===== src/rtl/ipq_pkg.sv =====
package ipq_pkg;

   // How many bytes a returning word contributes to the queue
   typedef enum logic [1:0] {
      FILL_NONE = 2'd0,
      FILL_HI   = 2'd1,
      FILL_BOTH = 2'd2
   } fill_e;

   function automatic logic [1:0] fill_len(input fill_e f);
      case (f)
         FILL_HI:   fill_len = 2'd1;
         FILL_BOTH: fill_len = 2'd2;
         default:   fill_len = 2'd0;
      endcase
   endfunction

endpackage


===== src/rtl/ipq_byte_queue.sv =====
module ipq_byte_queue
   import ipq_pkg::*;
#(
   parameter int QDEPTH = 6,
   localparam int CNT_W = $clog2(QDEPTH + 1)
) (
   input  logic             clk,
   input  logic             rst_n,
   input  logic             flush,
   input  logic [1:0]       take,
   input  fill_e            fill,
   input  logic [15:0]      fill_word,
   output logic [CNT_W-1:0] count,
   output logic [7:0]       head0,
   output logic [7:0]       head1
);

   logic [7:0]       slots [QDEPTH];
   logic [7:0]       nxt   [QDEPTH];
   logic [CNT_W-1:0] keep;
   logic [CNT_W-1:0] count_n;
   logic [7:0]       fb0, fb1;

   always_comb begin
      fb0 = fill_word[7:0];
      fb1 = fill_word[15:8];
      if (fill == FILL_HI) fb0 = fill_word[15:8];
   end

   assign keep    = flush ? '0 : count - CNT_W'(take);
   assign count_n = keep + CNT_W'(fill_len(fill));

   always_comb begin
      for (int i = 0; i < QDEPTH; i++) begin
         int src;
         src    = i + int'(take);
         nxt[i] = slots[i];
         if (i < int'(keep) && src < QDEPTH)  nxt[i] = slots[src[CNT_W-1:0]];
         else if (i == int'(keep))            nxt[i] = fb0;
         else if (i == int'(keep) + 1)        nxt[i] = fb1;
      end
   end

   always_ff @(posedge clk or negedge rst_n) begin
      if (!rst_n) begin
         count <= '0;
         for (int j = 0; j < QDEPTH; j++) slots[j] <= '0;
      end else begin
         count <= count_n;
         for (int j = 0; j < QDEPTH; j++) slots[j] <= nxt[j];
      end
   end

   assign head0 = slots[0];
   assign head1 = slots[1];


   occ_bound_chk: assert property (@(posedge clk) disable iff (!rst_n)
      count <= CNT_W'(QDEPTH));


   take_legal_chk: assert property (@(posedge clk) disable iff (!rst_n)
      !flush |-> CNT_W'(take) <= count);


   fill_room_chk: assert property (@(posedge clk) disable iff (!rst_n)
      (fill != FILL_NONE) |-> count <= CNT_W'(QDEPTH - 2));

endmodule


===== src/rtl/ipq_fetch_ptr.sv =====
module ipq_fetch_ptr #(
   parameter int           OFS_W    = 16,
   parameter logic [OFS_W-1:0] RESET_IP = '0
) (
   input  logic             clk,
   input  logic             rst_n,
   input  logic             redirect,
   input  logic [OFS_W-1:0] target,
   input  logic [1:0]       advance,
   output logic [OFS_W-1:0] ptr
);

   always_ff @(posedge clk or negedge rst_n) begin
      if (!rst_n)        ptr <= RESET_IP;
      else if (redirect) ptr <= target;
      else               ptr <= ptr + OFS_W'(advance);
   end


   ptr_step_chk: assert property (@(posedge clk) disable iff (!rst_n)
      !redirect |=> ptr - $past(ptr) <= OFS_W'(2));

endmodule


===== src/rtl/ipq_bus_track.sv =====
module ipq_bus_track (
   input  logic clk,
   input  logic rst_n,
   input  logic req_fire,
   input  logic rsp_valid,
   input  logic redirect,
   output logic pending,
   output logic rsp_keep
);

   logic drop;

   always_ff @(posedge clk or negedge rst_n) begin
      if (!rst_n) begin
         pending <= 1'b0;
         drop    <= 1'b0;
      end else begin
         if (req_fire)       pending <= 1'b1;
         else if (rsp_valid) pending <= 1'b0;
         if (rsp_valid)      drop <= 1'b0;
         else if (redirect && pending) drop <= 1'b1;
      end
   end

   assign rsp_keep = rsp_valid && !drop && !redirect;


   one_out_chk: assert property (@(posedge clk) disable iff (!rst_n)
      pending |-> !req_fire);


   rsp_legal_chk: assert property (@(posedge clk) disable iff (!rst_n)
      rsp_valid |-> pending);


   stale_drop_chk: assert property (@(posedge clk) disable iff (!rst_n)
      (redirect && pending && !rsp_valid) |=> (rsp_valid |-> !rsp_keep));

endmodule


===== src/rtl/ipq_prefetch.sv =====
module ipq_prefetch
   import ipq_pkg::*;
#(
   parameter int QDEPTH    = 6,
   parameter int OFS_W     = 16,
   parameter int SEG_W     = 16,
   parameter int SEG_SHIFT = 4,
   parameter logic [OFS_W-1:0] RESET_IP = '0,
   localparam int ADDR_W = SEG_W + SEG_SHIFT,
   localparam int CNT_W  = $clog2(QDEPTH + 1)
) (
   input  logic              clk,
   input  logic              rst_n,
   input  logic [SEG_W-1:0]  code_seg,
   output logic              req_valid,
   input  logic              req_ready,
   output logic [ADDR_W-1:0] req_addr,
   input  logic              rsp_valid,
   input  logic [15:0]       rsp_data,
   output logic [1:0]        dec_avail,
   output logic [7:0]        dec_byte0,
   output logic [7:0]        dec_byte1,
   input  logic [1:0]        dec_take,
   input  logic              br_take,
   input  logic [OFS_W-1:0]  br_disp,
   output logic [OFS_W-1:0]  arch_ip
);

   if (QDEPTH < 4 || QDEPTH > 14 || (QDEPTH % 2) != 0) begin : g_bad_depth
      $error("ipq_prefetch: QDEPTH must be even and between 4 and 14");
   end
   if (OFS_W > ADDR_W || OFS_W < 2) begin : g_bad_ofs
      $error("ipq_prefetch: OFS_W must fit the physical address");
   end

   logic [CNT_W-1:0] count;
   logic [OFS_W-1:0] ptr;
   logic [OFS_W-1:0] target;
   logic [OFS_W-1:0] word_ofs;
   logic             pending, rsp_keep, req_fire;
   fill_e            fill;

   assign arch_ip   = ptr - OFS_W'(count);
   assign target    = arch_ip + br_disp;
   assign req_valid = !pending && (count <= CNT_W'(QDEPTH - 2)) && !br_take;
   assign req_fire  = req_valid && req_ready;
   assign word_ofs  = {ptr[OFS_W-1:1], 1'b0};
   assign fill      = !rsp_keep ? FILL_NONE : (ptr[0] ? FILL_HI : FILL_BOTH);
   assign dec_avail = (count >= CNT_W'(2)) ? 2'd2 : count[1:0];

   if (SEG_SHIFT == 0) begin : g_flat
      assign req_addr = ADDR_W'(code_seg) + ADDR_W'(word_ofs);
   end else begin : g_shift
      assign req_addr = {code_seg, {SEG_SHIFT{1'b0}}} + ADDR_W'(word_ofs);
   end

   ipq_byte_queue #(.QDEPTH(QDEPTH)) i_queue (
      .clk       (clk),
      .rst_n     (rst_n),
      .flush     (br_take),
      .take      (br_take ? 2'd0 : dec_take),
      .fill      (fill),
      .fill_word (rsp_data),
      .count     (count),
      .head0     (dec_byte0),
      .head1     (dec_byte1)
   );

   ipq_fetch_ptr #(.OFS_W(OFS_W), .RESET_IP(RESET_IP)) i_ptr (
      .clk      (clk),
      .rst_n    (rst_n),
      .redirect (br_take),
      .target   (target),
      .advance  (fill_len(fill)),
      .ptr      (ptr)
   );

   ipq_bus_track i_bus (
      .clk       (clk),
      .rst_n     (rst_n),
      .req_fire  (req_fire),
      .rsp_valid (rsp_valid),
      .redirect  (br_take),
      .pending   (pending),
      .rsp_keep  (rsp_keep)
   );


   redirect_ip_chk: assert property (@(posedge clk) disable iff (!rst_n)
      br_take |=> arch_ip == $past(arch_ip + br_disp));


   redirect_flush_chk: assert property (@(posedge clk) disable iff (!rst_n)
      br_take |=> dec_avail == 2'd0);


   ip_step_chk: assert property (@(posedge clk) disable iff (!rst_n)
      !br_take |=> arch_ip == $past(arch_ip) + OFS_W'($past(dec_take)));


   req_gap_chk: assert property (@(posedge clk) disable iff (!rst_n)
      req_fire |=> !req_valid);


   odd_fill_chk: assert property (@(posedge clk) disable iff (!rst_n)
      (rsp_keep && ptr[0] && dec_take == 2'd0) |=> dec_avail == $past(dec_avail) + 2'd1 || $past(dec_avail) == 2'd2);

endmodule


===== config.mk =====
export PLATFORM = sky130hd
export DESIGN_NAME = ipq_prefetch
export DESIGN_NICKNAME = d
export VERILOG_FILES = /design/src/rtl/ipq_pkg.sv /design/src/rtl/ipq_byte_queue.sv /design/src/rtl/ipq_fetch_ptr.sv /design/src/rtl/ipq_bus_track.sv /design/src/rtl/ipq_prefetch.sv
export SDC_FILE = /design/constraint.sdc
export NUM_CORES = 1
export LEC_CHECK = 0
export ABC_AREA = 1
export BUFFER_PORTS_ARGS = -buffer_cell sky130_fd_sc_hd__buf_2
export CAP_MARGIN = 20
export CORE_AREA = 2 2 173 175
export DETAILED_ROUTE_END_ITERATION = 10
export DIE_AREA = 0 0 175 177
export PLACE_DENSITY = 0.38
export SLEW_MARGIN = 25
export SYNTH_ARGS = -nofsm -noshare
export SYNTH_HDL_FRONTEND = slang
export SYNTH_SLANG_ARGS = --single-unit

===== constraint.sdc =====
create_clock -name clk -period 8.7 [get_ports clk]
set_input_delay 0.87 -clock clk [delete_from_list [all_inputs] [get_ports clk]]
set_output_delay 0.87 -clock clk [all_outputs]
set_load 0.05 [all_outputs]

==> impl_metrics.csv <==
group,metric,value,unit
yosys,synth_xor_area_share,3.497,%
timing,fmax,0.2201,GHz
yosys,synth.mux.area_fraction,0.2664,%
setup_path,crit_path_start_kind,"primary input",
global_route,total_grt_overflow,0,
timing,finalHoldViolCount,0,
setup_path,critical_path.reg2reg.endpoint,"i_ptr.ptr[9]",
yosys,yosys_warnings,0,
yosys,asyncSetResetFlopFracSynth,100.0,%
floorplanning,rows,63,
yosys,synth_simple_gate_area_share,31.46,%
pwr,worst_ir_drop_vdd,0.1814,mV
cells_and_area,regArea,1727,um2
cells_and_area,mostFrequentLayoutCell,"nand2_1",
setup_path,timing.critical_path.arrival,4.78,ns
hold_path,whs_path_depth,2,
setup_path,cp_num_buf_inv,5,
setup_path,timing.reg2reg.worst_path_depth,16,
cells_and_area,fillerInstances,3315,
clock_tree,tritoncts,"done",
yosys,post_synth_instance_area,7513,um2
global_route,grt_max_degree,78,
clock_tree,cts-hold-fix-buffers,0,
cells_and_area,final_area,8457,um2
yosys,share_of_the_synthesized_area_in_the_top_cell_type,22.98,%
placement,io_buffers,108,
floorplanning,dieHeight,177,um
clock_tree,root_cell_of_the_clock_tree,"clkbuf_16",
hold_path,worst_hold_path_type,"reg -> reg",
route,wl_met2,12330,um
timing,layout_worst_path_cycle_share,52.22,%
floorplanning,design.die.area,30980,um2
setup_path,ff2ff_setup_slack,5.20,ns
yosys,synth-compound-area-share,21.57,%
timing,finalSetupViolations,0,
placement,post_dp_cell_area,8128,um2
yosys,synth.lib_cells_used.distinct,57,
global_route,track_usage,18.75,%
yosys,netlist_top_cells_area,"dfrtp_1 (23%), nand2_1 (15%), ha_1 (6.5%)",
timing,clock_skew,0.01476,ns
setup_path,cp_max_fo,77,
route,number_of_optimization_iterations_in_the_first_detailed_route_pass,5,
timing,tightestPinTransition,0.7918,ns
placement,dp_hpwl,23440,um
status,outcome,"finished, final reports clean",
route,number_of_vias_per_cell,4.801,
route,total_via_count_in_the_routed_design,7614,
job,maxCapViolations,0,
setup_path,critical_path.reg2reg.startpoint,"i_ptr.ptr[0]",
cells_and_area,areaGrowthSynthToFinish,12.56,%
pwr,power_density,449.4,nW/um2
timing,max_slew_headroom_at_the_worst_pin,47.21,%
setup_path,crit_path_cell_trace,"buf_2 -> inv_8 -> nand2_8 -> inv_1 -> ha_1 -> fa_1 -> nor2_8 -> inv_4 -> nor2_4 -> ha_1 -> inv_1 -> nand3_2 -> nand2_2 -> nor2_4 -> a21oi_1 -> nand2_1",
yosys,post_synthesis_net_count,1228,
clock_tree,cts-root-to-sink-buffers,2,
floorplanning,initial_utilization,25.69,%
setup_path,cp-end-kind,"flop",
setup_path,critPathKind,"in -> reg",
clock_tree,clock-sinks,69,
cells_and_area,final_cell_mix,"nand2_1 (307), inv_1 (107), buf_2 (107)",
yosys,synthCells,1128,
cells_and_area,multiInputGateArea,4878,um2
setup_path,crit_family,"buffers and inverters",
global_route,number_of_antenna_violations_at_the_first_check_in_global_routing,0,
clock_tree,cts-resized-gates,0,
route,detail_route_met3_wl,1719,um
hold_path,worst_hold_startpoint,"i_queue.slots[5]",
setup_path,worst_path_max_delay_cell,"fa_1",
clock_tree,worst_setup_hold_path_clk_slew,0.07,ns
floorplanning,placeableCoreArea,29240,um2
yosys,post_synth_fa_ha_maj_area_fraction,8.093,%
clock_tree,post_cts_buffers,0,
route,first_iter_violations,637,
yosys,synth_edf_count,0,
cells_and_area,final_nets,1291,
timing,timing.final.max_slew_violations,0,
setup_path,worst-endpoint-required,8.94,ns
route,met1Wirelength,14800,um
route,drt_wl_total,29160,um
cells_and_area,num_antenna_cells,0,
setup_path,cpPeakStageDelay,0.63,ns
yosys,syn-mean-instance-area,6.661,um2
placement,routabilityCongestion,0.8476,
hold_path,timing.hold.worst_endpoint,"i_queue.slots[5]",
clock_tree,htree_num_levels,3,
clock_tree,insertion_delay,0.35,ns
yosys,post_synthesis_register_bit_count,69,
floorplanning,boundaryPins,110,
clock_tree,tritoncts.num_buffers,9,
yosys,synth-main-ff-cell,"dfrtp_1",
yosys,yosysSeqAreaShare,22.98,%
route,highest_layer,"met4",
cells_and_area,non_filler_cells_in_the_finished_layout,1586,
route,post-route-drc-count,0,
placement,placed_cells,1570,
yosys,dominant_combinational_cell_family_by_area_after_synthesis,"simple AND/OR/NAND/NOR gates",
timing,setup_total_negative_slack,0,ns
yosys,synth_largest_area_cell,"dfrtp_1",
timing,fin_crit,4.543,ns
timing,grt_setup_unrepaired,"false",
global_route,number_of_global_route_vias_before_repair,7154,
route,routed_antenna_nets,0,
cells_and_area,drive_gt1_share,16.39,%
route,wl_per_instance,18.38,um
pwr,cellLeakagePower,4.190,nW
global_route,first_pass_grt_wire_length,43770,um
floorplanning,die_w,175,um
[where the power goes]
group	internal, mW	leakage (nW)	switching [mW]	total, mW
registers	0.480	0.841	0.200	0.680
clock network	0.259	0.158	0.164	0.423
logic	0.732	3.19	1.97	2.70
total	1.47	4.19	2.33	3.80
[metrics by stage]
step	total power, mW	util (%)	hold WS (ns)	setup slack [ns]
global placement	3.395	27.79	0.4739	3.785
CTS	3.816	28.91	0.4883	4.088
global route	4.103	28.92	0.5128	3.857
detailed placement	3.382	27.79	0.4742	3.722
finish	3.801	28.92	0.4864	4.157
floorplan	2.712	-	0.4488	4.988
[cells in the mapped netlist, types with 3 or more instances]
cell type / instances
ha_1: 39
buf_8: 4
a31oi_1: 5
nand3_1: 70
nand2_1: 307
o21ai_1: 43
nand4_1: 6
a21o_1: 3
a21oi_1: 73
o21ai_2: 8
dfrtp_1: 69
o22ai_1: 9
o21ai_0: 81
nand3b_1: 5
buf_2: 8
fa_1: 6
nor3_1: 12
buf_4: 24
nand2_4: 3
buf_6: 8
nor2_1: 89
o221ai_1: 8
inv_1: 107
nor2_2: 3
nor2_4: 6
xor2_1: 25
nor2_8: 4
o211ai_1: 22
o21ai_4: 4
a22oi_1: 3
inv_4: 3
clkbuf_1: 10
inv_2: 15
nand2_2: 10
xnor2_1: 5
[cells by family after synthesis]
family                     count (synthesis)
muxes                                      2
buffers and inverters                    183
other                                      1
AOI/OAI and AO/OA                        272
adders and majority gates                 45
and+or+nand+nor                          526
xor gates and xnor gates                  30
DFF                                       69
[routing by layer]
layer  global-route usage (%)  vias to the layer above
met2                    28.33                      239
met5                        0                        -
li1                         -                     3856
met1                    28.17                     3500
met3                    3.071                       19
met4                    3.264                        0
[final cells by class]
type | count | area share (%)
multi-input cells | 876 | 57.69
flip-flops and latches | 69 | 20.42
repair buffers | 108 | 6.465
inverters | 127 | 5.814
well taps | 390 | 5.770
clock buffers | 10 | 2.826
clock inverters | 6 | 1.021
[worst register-to-register path: cells and delay by family (launching register included)]
| kind | cells | cell delay, ns |
|---|---|---|
| adder cells (fa/ha/maj) | 3 | 0.98 |
| AND/OR/NAND/NOR | 6 | 0.81 |
| AO/OA/AOI/OAI | 3 | 0.67 |
| flip-flops | 1 | 0.35 |
| buffers and inverters | 3 | 0.30 |
| XOR/XNOR | 1 | 0.26 |
[worst max path at each step]
stage	start	endpoint	slack [ns]	cells past startpoint
2_1_floorplan	code_seg[0]	req_addr[18]	4.99	9
5_1_grt	br_take	i_queue.slots[9]	3.86	16
4_1_cts	br_take	i_queue.slots[9]	4.09	16
3_3_place_gp	br_take	i_queue.slots[9]	3.78	16
6_report	br_take	i_queue.slots[9]	4.16	16
3_5_place_dp	br_take	i_queue.slots[9]	3.72	16
Note: power is estimated with default switching activity, not from simulation.
